**src/rtl/vsb_pkg.sv**
```systemverilog
package vsb_pkg;

  typedef enum logic {
    STALL_RAW = 1'b0,
    STALL_WAW = 1'b1
  } stall_kind_e;

  function automatic int unsigned pick_latency(logic wide, int unsigned sp, int unsigned dp);
    return wide ? dp : sp;
  endfunction

endpackage

```
**src/rtl/vsb_span.sv**
```systemverilog
// Expands one operand (index, width) into a per-register mask.
module vsb_span #(
  parameter int NUM_REGS = 16,
  parameter int IDX_W    = 4
) (
  input  logic                en,
  input  logic [IDX_W-1:0]    idx,
  input  logic                wide,
  output logic [NUM_REGS-1:0] mask
);
  logic [IDX_W-1:0] nxt;

  assign nxt = (idx == IDX_W'(NUM_REGS - 1)) ? '0 : idx + 1'b1;

  always_comb begin
    mask = '0;
    if (en) begin
      mask[idx] = 1'b1;
      if (wide) mask[nxt] = 1'b1;
      assert_pair_span_R2: assert ($countones(mask) == (wide ? 2 : 1));
    end
  end
endmodule

```
**src/rtl/vsb_status.sv**
```systemverilog
// Per-register pending and busy bits plus the parallel ready query.
module vsb_status
  import vsb_pkg::*;
#(
  parameter int NUM_REGS = 16,
  parameter int NUM_OPS  = 4,
  parameter int IDX_W    = 4
) (
  input  logic                     clk,
  input  logic                     rst,
  input  logic [NUM_REGS-1:0]      inf_set,
  input  logic [NUM_REGS-1:0]      inf_clr,
  input  logic [NUM_REGS-1:0]      busy_set,
  input  logic [NUM_REGS-1:0]      busy_clr,
  input  logic [NUM_OPS-1:0]       chk_valid,
  input  logic [NUM_OPS*IDX_W-1:0] chk_idx,
  input  logic [NUM_OPS-1:0]       chk_wide,
  input  logic [NUM_OPS-1:0]       chk_dst,
  output logic                     chk_ready,
  output logic                     blk_any,
  output stall_kind_e              blk_kind,
  output logic [NUM_REGS-1:0]      busy_q,
  output logic [NUM_REGS-1:0]      infl_q
);
  logic [NUM_REGS-1:0] hazard;
  logic [NUM_OPS-1:0]  hit;

  assign hazard = busy_q | infl_q;

  genvar o;
  generate
    for (o = 0; o < NUM_OPS; o++) begin : g_op
      logic [IDX_W-1:0] a;
      logic [IDX_W-1:0] b;
      assign a = chk_idx[o*IDX_W +: IDX_W];
      assign b = (a == IDX_W'(NUM_REGS - 1)) ? '0 : a + 1'b1;
      assign hit[o] = chk_valid[o] & (hazard[a] | (chk_wide[o] & hazard[b]));
    end
  endgenerate

  always_comb begin
    blk_any  = 1'b0;
    blk_kind = STALL_RAW;
    for (int k = 0; k < NUM_OPS; k++) begin
      if (hit[k] && !blk_any) begin
        blk_any  = 1'b1;
        blk_kind = chk_dst[k] ? STALL_WAW : STALL_RAW;
      end
    end
  end

  assign chk_ready = ~blk_any;

  always_ff @(posedge clk) begin
    if (rst) begin
      busy_q <= '0;
      infl_q <= '0;
    end else begin
      busy_q <= (busy_q & ~busy_clr) | busy_set;
      infl_q <= (infl_q & ~inf_clr) | inf_set;
    end
  end

  genvar r;
  generate
    for (r = 0; r < NUM_REGS; r++) begin : g_chk
      assert_busy_set_R6: assert property (@(posedge clk) disable iff (rst)
        busy_set[r] |=> busy_q[r]);
      assert_pending_set_R5: assert property (@(posedge clk) disable iff (rst)
        inf_set[r] |=> infl_q[r]);
      assert_pending_drop_R6: assert property (@(posedge clk) disable iff (rst)
        (inf_clr[r] && !inf_set[r]) |=> !infl_q[r]);
    end
  endgenerate
endmodule

```
**src/rtl/vsb_timer_pool.sv**
```systemverilog
// Pool of countdown slots; a slot that reaches its last cycle releases its span.
module vsb_timer_pool #(
  parameter int NUM_REGS  = 16,
  parameter int NUM_SLOTS = 8,
  parameter int NREQ      = 8,
  parameter int IDX_W     = 4,
  parameter int DLY_W     = 8
) (
  input  logic                    clk,
  input  logic                    rst,
  input  logic [NREQ-1:0]         req_v,
  input  logic [NREQ*IDX_W-1:0]   req_idx,
  input  logic [NREQ-1:0]         req_wide,
  input  logic [NREQ*DLY_W-1:0]   req_dly,
  output logic [NUM_REGS-1:0]     rel_mask,
  output logic                    full
);
  localparam int SRC_W = (NREQ > 1) ? $clog2(NREQ) : 1;

  logic [NUM_SLOTS-1:0] vld;
  logic [NUM_SLOTS-1:0] fire;
  logic [NUM_SLOTS-1:0] claim;
  logic [NUM_SLOTS-1:0] swide;
  logic [IDX_W-1:0]     sidx [NUM_SLOTS];
  logic [DLY_W-1:0]     scnt [NUM_SLOTS];
  logic [SRC_W-1:0]     src  [NUM_SLOTS];
  logic [NUM_REGS-1:0]  smask [NUM_SLOTS];
  logic [NREQ-1:0]      placed;

  genvar s;
  generate
    for (s = 0; s < NUM_SLOTS; s++) begin : g_slot
      assign fire[s] = vld[s] && (scnt[s] <= DLY_W'(1));

      vsb_span #(.NUM_REGS(NUM_REGS), .IDX_W(IDX_W)) u_span (
        .en   (fire[s]),
        .idx  (sidx[s]),
        .wide (swide[s]),
        .mask (smask[s])
      );

      always_ff @(posedge clk) begin
        if (rst) begin
          vld[s]   <= 1'b0;
          swide[s] <= 1'b0;
          sidx[s]  <= '0;
          scnt[s]  <= '0;
        end else if (claim[s]) begin
          vld[s]   <= 1'b1;
          sidx[s]  <= req_idx[src[s]*IDX_W +: IDX_W];
          swide[s] <= req_wide[src[s]];
          scnt[s]  <= (req_dly[src[s]*DLY_W +: DLY_W] == '0) ? DLY_W'(1)
                                                            : req_dly[src[s]*DLY_W +: DLY_W];
        end else if (fire[s]) begin
          vld[s] <= 1'b0;
        end else if (vld[s]) begin
          scnt[s] <= scnt[s] - 1'b1;
        end
      end
    end
  endgenerate

  always_comb begin
    rel_mask = '0;
    for (int k = 0; k < NUM_SLOTS; k++) rel_mask = rel_mask | smask[k];
  end

  // Request q takes the lowest-numbered idle slot not yet taken by a lower request.
  always_comb begin
    claim  = '0;
    placed = '0;
    for (int k = 0; k < NUM_SLOTS; k++) src[k] = '0;
    for (int q = 0; q < NREQ; q++) begin
      for (int k = 0; k < NUM_SLOTS; k++) begin
        if (req_v[q] && !placed[q] && !vld[k] && !claim[k]) begin
          claim[k]  = 1'b1;
          src[k]    = SRC_W'(q);
          placed[q] = 1'b1;
        end
      end
    end
  end

  assign full = &vld;

  assert_full_hold_R9: assert property (@(posedge clk) disable iff (rst)
    (full && !(|fire)) |=> full);
endmodule

```
**src/rtl/vsb_stall_count.sv**
```systemverilog
// Classifies each blocked query strobe.
module vsb_stall_count
  import vsb_pkg::*;
#(
  parameter int CNT_W = 16
) (
  input  logic             clk,
  input  logic             rst,
  input  logic             strobe,
  input  logic             blk_any,
  input  stall_kind_e      blk_kind,
  output logic [CNT_W-1:0] waw_cnt,
  output logic [CNT_W-1:0] raw_cnt
);
  always_ff @(posedge clk) begin
    if (rst) begin
      waw_cnt <= '0;
      raw_cnt <= '0;
    end else if (strobe && blk_any) begin
      if (blk_kind == STALL_WAW) waw_cnt <= waw_cnt + 1'b1;
      else                       raw_cnt <= raw_cnt + 1'b1;
    end
  end

  assert_single_step_R4: assert property (@(posedge clk) disable iff (rst)
    !$past(rst) |-> ((CNT_W+1)'(waw_cnt) + (CNT_W+1)'(raw_cnt)
                    - (CNT_W+1)'($past(waw_cnt)) - (CNT_W+1)'($past(raw_cnt))
                    == (CNT_W+1)'($past(strobe && blk_any))));
endmodule

```
**src/rtl/vreg_scoreboard.sv**
```systemverilog
module vreg_scoreboard
  import vsb_pkg::*;
#(
  parameter int NUM_REGS  = 16,
  parameter int MIN_ALLOC = 4,
  parameter int NUM_OPS   = 4,
  parameter int NUM_SLOTS = 8,
  parameter int SP_LAT    = 3,
  parameter int DP_LAT    = 6,
  parameter int DLY_W     = 8,
  parameter int CNT_W     = 16,
  localparam int IDX_W    = $clog2(NUM_REGS)
) (
  input  logic                     clk,
  input  logic                     rst,
  input  logic [NUM_OPS-1:0]       chk_valid,
  input  logic [NUM_OPS*IDX_W-1:0] chk_idx,
  input  logic [NUM_OPS-1:0]       chk_wide,
  input  logic [NUM_OPS-1:0]       chk_dst,
  input  logic                     chk_strobe,
  output logic                     chk_ready,
  input  logic [NUM_OPS-1:0]       iss_en,
  input  logic [NUM_OPS*IDX_W-1:0] iss_idx,
  input  logic [NUM_OPS-1:0]       iss_wide,
  input  logic [NUM_OPS-1:0]       exe_en,
  input  logic [NUM_OPS*IDX_W-1:0] exe_idx,
  input  logic [NUM_OPS-1:0]       exe_wide,
  input  logic                     exe_mem,
  input  logic [NUM_OPS-1:0]       ret_en,
  input  logic [NUM_OPS*IDX_W-1:0] ret_idx,
  input  logic                     ret_wide,
  input  logic [DLY_W-1:0]         ret_delay,
  output logic                     timers_full,
  output logic [CNT_W-1:0]         waw_stalls,
  output logic [CNT_W-1:0]         raw_stalls
);
  localparam int NREQ = 2 * NUM_OPS;

  generate
    if ((NUM_REGS % 2) != 0 || (NUM_REGS % MIN_ALLOC) != 0 || NUM_REGS < 2) begin : g_bad_cfg
      $error("vreg_scoreboard: register count must be even and a multiple of the allocation granule");
    end
  endgenerate

  logic [NUM_REGS-1:0] iss_mask [NUM_OPS];
  logic [NUM_REGS-1:0] exe_mask [NUM_OPS];
  logic [NUM_REGS-1:0] pend_set, exe_hit, rel_mask, busy_q, infl_q;
  logic [NREQ-1:0]       req_v, req_wide;
  logic [NREQ*IDX_W-1:0] req_idx;
  logic [NREQ*DLY_W-1:0] req_dly;
  logic                  blk_any;
  stall_kind_e           blk_kind;

  genvar g;
  generate
    for (g = 0; g < NUM_OPS; g++) begin : g_port
      vsb_span #(.NUM_REGS(NUM_REGS), .IDX_W(IDX_W)) u_iss (
        .en(iss_en[g]), .idx(iss_idx[g*IDX_W +: IDX_W]), .wide(iss_wide[g]), .mask(iss_mask[g]));
      vsb_span #(.NUM_REGS(NUM_REGS), .IDX_W(IDX_W)) u_exe (
        .en(exe_en[g]), .idx(exe_idx[g*IDX_W +: IDX_W]), .wide(exe_wide[g]), .mask(exe_mask[g]));

      assign req_v[g]                           = exe_en[g] & ~exe_mem;
      assign req_idx[g*IDX_W +: IDX_W]          = exe_idx[g*IDX_W +: IDX_W];
      assign req_wide[g]                        = exe_wide[g];
      assign req_dly[g*DLY_W +: DLY_W]          = DLY_W'(pick_latency(exe_wide[g], SP_LAT, DP_LAT));
      assign req_v[NUM_OPS+g]                   = ret_en[g];
      assign req_idx[(NUM_OPS+g)*IDX_W +: IDX_W] = ret_idx[g*IDX_W +: IDX_W];
      assign req_wide[NUM_OPS+g]                = ret_wide;
      assign req_dly[(NUM_OPS+g)*DLY_W +: DLY_W] = ret_delay;
    end
  endgenerate

  always_comb begin
    pend_set = '0;
    exe_hit  = '0;
    for (int k = 0; k < NUM_OPS; k++) begin
      pend_set = pend_set | iss_mask[k];
      exe_hit  = exe_hit  | exe_mask[k];
    end
  end

  vsb_timer_pool #(
    .NUM_REGS(NUM_REGS), .NUM_SLOTS(NUM_SLOTS), .NREQ(NREQ), .IDX_W(IDX_W), .DLY_W(DLY_W)
  ) u_pool (
    .clk(clk), .rst(rst), .req_v(req_v), .req_idx(req_idx), .req_wide(req_wide),
    .req_dly(req_dly), .rel_mask(rel_mask), .full(timers_full)
  );

  vsb_status #(.NUM_REGS(NUM_REGS), .NUM_OPS(NUM_OPS), .IDX_W(IDX_W)) u_status (
    .clk(clk), .rst(rst),
    .inf_set(pend_set), .inf_clr(exe_hit), .busy_set(exe_hit), .busy_clr(rel_mask),
    .chk_valid(chk_valid), .chk_idx(chk_idx), .chk_wide(chk_wide), .chk_dst(chk_dst),
    .chk_ready(chk_ready), .blk_any(blk_any), .blk_kind(blk_kind),
    .busy_q(busy_q), .infl_q(infl_q)
  );

  vsb_stall_count #(.CNT_W(CNT_W)) u_stall (
    .clk(clk), .rst(rst), .strobe(chk_strobe), .blk_any(blk_any), .blk_kind(blk_kind),
    .waw_cnt(waw_stalls), .raw_cnt(raw_stalls)
  );

  genvar r;
  generate
    for (r = 0; r < NUM_REGS; r++) begin : g_rel
      assert_release_clears_R7: assert property (@(posedge clk) disable iff (rst)
        (rel_mask[r] && !exe_hit[r]) |=> !busy_q[r]);
      assert_set_beats_release_R10: assert property (@(posedge clk) disable iff (rst)
        (rel_mask[r] && exe_hit[r]) |=> busy_q[r]);
    end
  endgenerate

  assert_reset_clear_R1: assert property (@(posedge clk) disable iff (rst)
    $past(rst) |-> (busy_q == '0 && infl_q == '0 && !timers_full
                    && waw_stalls == '0 && raw_stalls == '0));
endmodule

```
**config.mk**
```make
export PLATFORM = sky130hd
export DESIGN_NAME = vreg_scoreboard
export DESIGN_NICKNAME = d
export VERILOG_FILES = /design/src/rtl/vsb_pkg.sv /design/src/rtl/vsb_span.sv /design/src/rtl/vsb_status.sv /design/src/rtl/vsb_timer_pool.sv /design/src/rtl/vsb_stall_count.sv /design/src/rtl/vreg_scoreboard.sv
export SDC_FILE = /design/constraint.sdc
export NUM_CORES = 1
export LEC_CHECK = 0
export ABC_AREA = 0
export ABC_CLOCK_PERIOD_IN_PS = 17600
export BUFFER_PORTS_ARGS = -buffer_cell sky130_fd_sc_hd__buf_4
export CORE_MARGIN = 4
export CORE_UTILIZATION = 63
export DETAILED_ROUTE_END_ITERATION = 16
export HOLD_SLACK_MARGIN = 0.1
export PLACE_DENSITY = 0.85
export SLEW_MARGIN = 10
export SYNTH_ARGS = -nofsm -noshare
export SYNTH_HDL_FRONTEND = slang
export SYNTH_HIERARCHICAL = 1
export SYNTH_SLANG_ARGS = --single-unit
```
**constraint.sdc**
```tcl
create_clock -name clk -period 17.6 [get_ports clk]
set_input_delay 5.28 -clock clk [delete_from_list [all_inputs] [get_ports clk]]
set_output_delay 5.28 -clock clk [all_outputs]
set_load 0.01 [all_outputs]
```
; Yosys cells after proc, flatten, opt, wreduce, memory -nomap -nowiden
; Memory sizes are Yosys's and may differ from the RTL's.
; Index checks and enable logic that the tools add are counted.
[word_totals]
n_memories = 2
ram_bits = 96
regBits = 80
[op_classes]
reduce_logical = 361
bitwise_logic = 79
muxes = 453
n_eq_ne = 20
n_lt_le_gt_ge = 88
n_shift = 16
addsub = 30
[memory_table]
columns = name, words, width, rd, rd_ports_with_merged_regs, write_ports, line_no
row1 = u_pool.scnt, 8, 8, 8, 0, 8, vsb_timer_pool.sv:25  ; logic [DLY_W-1:0] scnt [NUM_SLOTS];
row2 = u_pool.sidx, 8, 4, 8, 0, 8, vsb_timer_pool.sv:24  ; logic [IDX_W-1:0] sidx [NUM_SLOTS];
[op_table]
columns = cell, n
row1 = 2-to-1 mux 16 bit, 32
row2 = OR 16 bit, 32
row3 = variable part select 64 x 7 -> 8 bit, 8
row4 = 2-to-1 mux 1 bit, 269
row5 = variable part select 32 x 6 -> 4 bit, 8
row6 = logical AND 1 bit, 220
row7 = < comparator 4 x 5 -> 1 bit (second input constant), 40
row8 = 2-to-1 mux 8 bit, 24
row9 = demux 1 bit (select 4 bit), 32
row10 = >= comparator 4 x 1 -> 1 bit (second input constant), 32
row11 = logical NOT 1 bit, 122
row12 = 2-to-1 mux 4 bit, 28
row13 = 2-to-1 mux 3 bit, 36
row14 = adder 4 x 1 -> 4 bit (second input constant), 20
row15 = == test 4 bit (second input constant), 20
row16 = <= comparator 8 x 1 -> 1 bit (second input constant), 8
row17 = logical NOT 8 bit, 8
row18 = subtractor 8 x 1 -> 8 bit (second input constant), 8
row19 = adder 16 x 1 -> 16 bit (second input constant), 2
row20 = bitwise AND 16 bit, 2
row21 = binary-select mux 1 bit (select 4 bit), 8
row22 = < comparator 3 x 4 -> 1 bit (second input constant), 8
row23 = 2-to-1 mux 2 bit, 16
row24 = inverter 16 bit, 2
row25 = other kinds (7), 62

; Depth between registers and ports, before layout
; Gate-level depths: netlist (run 1).
[logic_depth]
word_depth = 65
depth_mapped = 22
depth_no_buf = 15

; Cells and area by module
; Netlist (run 1), hierarchy kept.
[modules_own_cells]
columns = module, cells_each, area_each_um2, seq_area_each_um2, instances
row1 = vsb_timer_pool, 1843, 15338.5, 3203.1, 1
row2 = vsb_span (g_port[0].u_exe ...), 35, 225.2, 0.0, 14
row3 = vsb_status, 306, 2791.4, 640.6, 1
row4 = vsb_stall_count, 165, 1452.6, 640.6, 1
row5 = vreg_scoreboard, 42, 287.8, 0.0, 1
row6 = vsb_span (g_port[0].u_iss), 36, 240.2, 0.0, 1
row7 = vsb_span (u_pool.g_slot[7].u_span), 38, 229.0, 0.0, 1

; Worst setup path before layout (run 1)
; OpenSTA, ideal clock, no wires.
[synth_timing]
kind = input-to-output
start = in chk_idx[0]
end = out chk_ready
path_stages = 8
setup_slack_ns = 5.075
arrival_ns = 7.245
n_path_buf = 0
path_cell_list = ha_1 a31oi_2 mux4_2 mux2i_1 nor2_1 o32ai_1 nor2b_1 and3_1
[synth_via]
elab_chain_cells = 18
word_cells_on_any_way = 21
[synth_rtl]
columns = item, line_no
row1 = start: declaration, vreg_scoreboard.sv:17  ; input logic [NUM_OPS*IDX_W-1:0] chk_idx,
row2 = adder 4 x 1 -> 4 bit / == test 4 bit (equally long branches), vsb_status.sv:36  ; assign b = (a == IDX_W'(NUM_REGS - 1)) ? '0 : a + 1'b1;
row3 = 2-to-1 mux 4 bit, vsb_status.sv:36
row4 = binary-select mux 1 bit (select 4 bit), vsb_status.sv:37  ; assign hit[o] = chk_valid[o] & (hazard[a] | (chk_wide[o] & hazard[b]));
row5 = 2-to-1 mux 1 bit (not written as such), vsb_status.sv:37
row6 = bitwise AND 1 bit, vsb_status.sv:37
row7 = OR 1 bit (*), vsb_status.sv:37
row8 = bitwise AND 1 bit (*), vsb_status.sv:37
row9 = 2-to-1 mux 1 bit (*), vsb_status.sv:45  ; if (hit[k] && !blk_any) begin
row10 = (+2 left out), --
row11 = 2-to-1 mux 1 bit (*), vsb_status.sv:45
row12 = logical NOT 1 bit, vsb_status.sv:45
row13 = logical AND 1 bit, vsb_status.sv:45
row14 = 2-to-1 mux 1 bit (*), vsb_status.sv:45
row15 = logical NOT 1 bit, vsb_status.sv:45
row16 = logical AND 1 bit, vsb_status.sv:45
row17 = 2-to-1 mux 1 bit (*), vsb_status.sv:45
row18 = inverter 1 bit (*), vsb_status.sv:52  ; assign chk_ready = ~blk_any;
row19 = end: declaration, vreg_scoreboard.sv:21  ; output logic chk_ready,
; Mark *: on every way between the ends. The rest lies on a longest branch, timed or not. The select of a mux whose other input is x is not followed.

; Final worst setup path (run 1)
[layout_timing]
start = in chk_idx[8]
end = out chk_ready
[layout_via]
elab_chain_cells = 13
word_cells_on_any_way = 16
[layout_rtl]
columns = item, line_no
row1 = adder 4 x 1 -> 4 bit / == test 4 bit (equally long branches), vsb_status.sv:36
row2 = 2-to-1 mux 4 bit, vsb_status.sv:36
row3 = binary-select mux 1 bit (select 4 bit), vsb_status.sv:37
row4 = 2-to-1 mux 1 bit (not written as such), vsb_status.sv:37
row5 = bitwise AND 1 bit, vsb_status.sv:37
row6 = OR 1 bit (*), vsb_status.sv:37
row7 = bitwise AND 1 bit (*), vsb_status.sv:37
row8 = logical AND 1 bit (*), vsb_status.sv:45
row9 = 2-to-1 mux 1 bit (*), vsb_status.sv:45
row10 = logical NOT 1 bit, vsb_status.sv:45
row11 = logical AND 1 bit, vsb_status.sv:45
row12 = 2-to-1 mux 1 bit (*), vsb_status.sv:45
row13 = inverter 1 bit (*), vsb_status.sv:52
; Marked as above.

==> out/metrics.cfg, run 1 <==
[route]
wl_per_cell_microns=21.7
drc=0
drt_pre_antenna_iters=6
postRouteWirelength_microns=77000
vias=24500
antenna_left=0
vias_per_cell=6.91
initialDrtViolationCount=2993

[timing]
worst_slew_pin_slew_ps=1260
slew_violations=0
fmax_mhz=76.6
maxSlewHeadroom_pct=15.8
finalCriticalPeriod_ps=13050
finalSetupTns_ps=0
grt_setup_unrepaired=no
period_share_pct=74.1
skew_ps=17.5
finalSetupViolations=0
finalHoldViolations=0

[clock_network]
cts_buffer_depth=2
post_cts_resized=0
numClockSinks=176
cts_root_buf=clkbuf_16
cts_tree=yes
holdBufCountCts=0
post_cts_buffers=0
numCtsBuffers=17
clkLatencyLatePin_ps=460
path_clk_slew_ps=70
htreeDepth=4

[worst_setup_path]
endpoint=chk_ready
r2r_start=u_pool/vld[2]
r2r_cells=13
slowest_stage=mux4_2
crit_arrival_ps=7770
startpoint=chk_idx[8]
cp.required_ps=12320
r2r-end=u_pool/scnt[1][24]
r2r_setup_slack_ps=11920
max_stage_delay_ps=590
path_cells=buf_4, ha_1, inv_1, mux4_2, a2111oi_2, a2111oi_2, o22ai_1, nor2b_1, and3_1, buf_4
endpoint_kind=primary output
critPathLaunchType=input pin
worstSetupPathType=in -> out
crit_fanout=9

[yosys]
synth_flop_cell=edfxtp_1
synthTopCellsByArea=edfxtp_1, mux2i_1, dfxtp_1
synth_area_sq_um=23500
synthDominantCellAreaShare_pct=12.3
synthSimpleGateAreaFrac_pct=25.8
synth.avg_cell_area_sq_um=8.05
synth_most_common_cell=nor2_1
synthXorXnorAreaFrac_pct=2.87
synth_async_sr_flop_share_pct=0
muxShareOfSynthArea_pct=20.6
synth_top_family_by_area=simple AND/OR/NAND/NOR gates
ys.warnings.count=6
synth.top_cells.by_count=nor2_1, nand2_1, mux2i_1
ys_seq_elements=176
yosys.area.top_type=edfxtp_1
synthAdderAreaFrac_pct=1.60
seq_area_frac_synth_pct=19.1
yosys.cell_types.count=120
synth-compound-area-share_pct=23.1
synth_edf_count=96
synth_cells=2920

[grt]
grt_start_max_net_pins=61
grt_pass1_vias=22900
grt_pass1_wl_microns=121000
gr-total-overflow=0
grt_antenna_before_repair=0
track_usage_pct=36.3

[placed_design]
place.detailed.hpwl_microns=55800
place.gp.congestion=0.984
port_buffers=142

[power_and_ir_drop]
p_total_mw=3.53
ir_drop_mv=0.334
p_leak_nw=9.86
power.density_nw_per_um2=138

[cells_and_area]
nets=3198
drive_above_1_share_pct=14.1
regArea_sq_um=4480
multiInputGateArea_sq_um=18200
diodes=0
fillers=2968
area_growth_pct=9.16

[floorplanning]
ios=143
start_util_pct=64.0
coreArea_sq_um=36700
std_cell_rows=70
dieArea_sq_um=40400
die_h_microns=201
dieWidth_microns=201

[flow_run]
drv_cap=0

[outcome]
status=finished clean

[worst_hold_path]
hp-class=reg -> reg

[cells by family (layout without fill, tap and decap cells)]
kind of cell	count (synthesis)	after routing
and+or+nand+nor	1154	1154
other	2	180
buffers and inverters	348	330
xor gates and xnor gates	77	77
muxes	387	387
DFF	176	176
AOI/OAI and AO/OA	745	745
adders and majority gates	31	31
[how the worst min path moves through the flow]
stage	startpoint	end	slack [ps]	cells after the start
after global routing	u_stall/waw_cnt[15]	u_stall/waw_cnt[15]	540	2
after floorplan	u_status/infl_q[13]	u_status/infl_q[13]	470	2
after CTS	u_stall/raw_cnt[14]	u_stall/raw_cnt[14]	510	2
after detailed placement	u_status/infl_q[2]	u_status/infl_q[2]	500	2
after global placement	u_stall/waw_cnt[15]	u_stall/waw_cnt[15]	480	2
final	u_status/infl_q[2]	u_status/infl_q[2]	520	2
[placed cells by master, fill, tap and decap left out, types with 62 or more instances in the layout]
cell      instances
a211oi_1        130
a21oi_1         143
buf_4           167
conb_1          180
dfxtp_1          80
edfxtp_1         96
inv_1           131
mux2_2           68
mux2i_1         249
mux4_2           67
nand2_1         250
nand3_1          87
nor2_1          338
nor4_1           62
o21ai_0          71
o22ai_1          83
[power breakdown]
group          switching, mW  internal (mW)  leakage (nW)
clock network          0.191          0.202         0.286
registers              0.170          0.595          1.71
logic                   1.41          0.963          7.87
total                   1.77           1.76          9.86
[cell type report]
cell class              instances  share of cell area [%]
multi-input cells            2574                    71.1
flip-flops and latches        176                    17.5
repair buffers                167                    4.89
well taps                     468                    2.28
inverters                     131                    1.92
clock buffers                  17                    1.66
clock inverters                15                   0.644
[metal layers]
metal | GRT usage, % | vias to the layer above | share of wire (%)
li1 | - | 11300 | -
met1 | 45.5 | 11500 | 38
met3 | 6.30 | 310 | 9.5
met4 | 22.6 | 0 | 6.5
met2 | 58.3 | 1425 | 46
met5 | 0 | - | 0
[registers in the layout, summed over array words and instances, names as in the netlist]
signal,flops
u_stall/raw_cnt,16
u_pool/vld,8
u_pool/sidx,32
u_pool/scnt,64
u_pool/swide,8
u_stall/waw_cnt,16
u_status/busy_q,16
u_status/infl_q,16
[metrics by stage]
stage               cells  utilization, %  hold WS (ps)  cell area [sq um]  setup slack [ps]
floorplan            3098               -           467              24200              5080
global placement     3516            68.3           476              25100              4650
detailed placement   3516            68.3           499              25100              4540
CTS                  3548            69.9           514              25600              4550
global route         3548            69.9           537              25600              4360
finish               3548            69.9           516              25600              4550
[worst max-delay path: cells and delay by family]
family          cells  cell delay, ps
compound gates      3             740
buf+inv             3             460
simple gates        2             390
mux                 1             590
fa+ha+maj           1             290
Note: power is estimated with default switching activity, not from simulation.
==> inputs of run 2 (changes only) <==
--- a/config.mk
+++ b/config.mk
@@ -6,13 +6,13 @@
 export NUM_CORES = 1
 export LEC_CHECK = 0
 export ABC_AREA = 0
-export ABC_CLOCK_PERIOD_IN_PS = 17600
+export ABC_CLOCK_PERIOD_IN_PS = 11360
 export BUFFER_PORTS_ARGS = -buffer_cell sky130_fd_sc_hd__buf_4
 export CORE_MARGIN = 4
-export CORE_UTILIZATION = 63
+export CORE_UTILIZATION = 58
 export DETAILED_ROUTE_END_ITERATION = 16
 export HOLD_SLACK_MARGIN = 0.1
-export PLACE_DENSITY = 0.85
+export PLACE_DENSITY = 0.83
 export SLEW_MARGIN = 10
 export SYNTH_ARGS = -nofsm -noshare
 export SYNTH_HDL_FRONTEND = slang
==> constraint.sdc (replaced) <==
create_clock -name clk -period 11.36 [get_ports clk]
set_input_delay 3.408 -clock clk [delete_from_list [all_inputs] [get_ports clk]]
set_output_delay 3.408 -clock clk [all_outputs]
set_load 0.01 [all_outputs]
==> run 2 against run 1 <==
Compared with the run above: critical path depth did not move; combinational power is 54% higher; die area is 8.3% higher; critical endpoint unchanged; highest routed layer is now met5; largest power group unchanged; via count up 0.40%.
==> out/metrics.cfg, run 2 (synthesis gave the netlist of run 1 again) <==
[outcome]
status=finished clean

[timing]
period_share_pct=82.3
whs_ps=499
finalHoldViolations=0
slew_violations=0
finalSetupViolations=0
worst_slew_pin_slew_ps=1240
grt_setup_unrepaired=no
finalSetupTns_ps=0
fmax_mhz=107
maxSlewHeadroom_pct=16.9
setup_ws_ps=2010
finalCriticalPeriod_ps=9350
skew_ps=16.1

[clock_network]
cts_buffer_depth=2
path_clk_slew_ps=70
post_cts_buffers=0
numCtsBuffers=17
holdBufCountCts=0
htreeDepth=4
cts_root_buf=clkbuf_16
clkLatencyLatePin_ps=480
post_cts_resized=0
cts_tree=yes
numClockSinks=176

[floorplanning]
die_h_microns=209
start_util_pct=58.9
coreArea_sq_um=39900
dieArea_sq_um=43800
std_cell_rows=73
dieWidth_microns=209
ios=143

[cells_and_area]
final_common_cell=nor2_1
reg_top3=u_pool/scnt (64), u_pool/sidx (32)
nets=3199
instances_no_fill=3606
area_growth_pct=9.41
diodes=0
drive_above_1_share_pct=14.1
final_cell_mix=nor2_1, nand2_1, mux2i_1
fillers=3424
largest_reg_flops=64
largest_register=u_pool/scnt

[grt]
use_met2_pct=54.3
grt_antenna_before_repair=1
grt_start_max_net_pins=58
grt-busiest-layer=met2
gr-usage-met1_pct=41.3
gr-total-overflow=0
grt_pass1_wl_microns=120000
track_usage_pct=33.4
use_met3_pct=6.47
grt_pass1_vias=22900

[power_and_ir_drop]
ir_drop_mv=0.205
p_leak_nw=9.87
power.density_nw_per_um2=212

[worst_setup_path]
crit_fanout=9
cp.required_ps=7950
crit_arrival_ps=5940
endpoint_kind=primary output
critPathLaunchType=input pin
worstSetupPathType=in -> out

[route]
initialDrtViolationCount=3180
vias_per_cell=6.82
postRouteWirelength_microns=77900
drt_pre_antenna_iters=8
vias=24600
wl_per_cell_microns=21.6
drc=0
antenna_left=0

[placed_design]
place.detailed.hpwl_microns=55800
port_buffers=142
placed_cells=3574
preCtsSetupSlack_ps=2060
place.gp.congestion=1.02

[flow_run]
drv_cap=0

[worst_hold_path]
hp-class=reg -> reg

## run 2: worst paths after layout
check | from | to | slack, ps | cells after the start
hold / removal | u_stall/waw_cnt[15] | u_stall/waw_cnt[15] | 500 | 2
setup reg to reg | u_pool/vld[0] | u_pool/scnt[1][24] | 5490 | 14
setup / recovery | chk_idx[12] | chk_ready | 2010 | 10
hold reg to reg | u_stall/waw_cnt[15] | u_stall/waw_cnt[15] | 500 | 2
## run 2: critical path: stages
cell and delay [ps]:
buf_4 160, ha_1 280, a31oi_4 280, mux4_1 640, a32oi_1 280, o311a_1 250
nand3_1 90, a21bo_2 260, and3_1 160, buf_4 140
## run 2: area by class of cell
cell class / count / area (sq um) / area share [%]
clock buffers: 20 / 458 / 1.78
multi-input cells: 2574 / 18200 / 70.9
clock inverters: 12 / 119 / 0.462
inverters: 131 / 492 / 1.91
repair buffers: 168 / 1260 / 4.91
well taps: 525 / 657 / 2.56
flip-flops and latches: 176 / 4480 / 17.4
## run 2: metrics by stage
stage / cell area, sq um / total power [mW] / utilization [%]
finish: 25700 / 5.45 / 64.4
floorplan: 24200 / 3.96 / -
detailed placement: 25100 / 4.71 / 62.9
global placement: 25100 / 4.56 / 62.9
CTS: 25700 / 5.33 / 64.4
global route: 25700 / 5.76 / 64.4
## run 2: power by group
| part | leakage (nW) | switching (mW) | total, mW | internal, mW |
|---|---|---|---|---|
| registers | 1.71 | 0.275 | 1.20 | 0.922 |
| logic | 7.87 | 2.15 | 3.64 | 1.49 |
| clock network | 0.288 | 0.287 | 0.607 | 0.320 |
## run 2: per-layer routing
| layer | vias up | routed length [microns] | part of all wire [%] |
|---|---|---|---|
| li1 | 11300 | - | - |
| met1 | 11500 | 29700 | 38 |
| met2 | 1480 | 35600 | 46 |
| met3 | 373 | 7460 | 9.6 |
| met4 | 2 | 5070 | 6.5 |
| met5 | - | 14 | 0.018 |
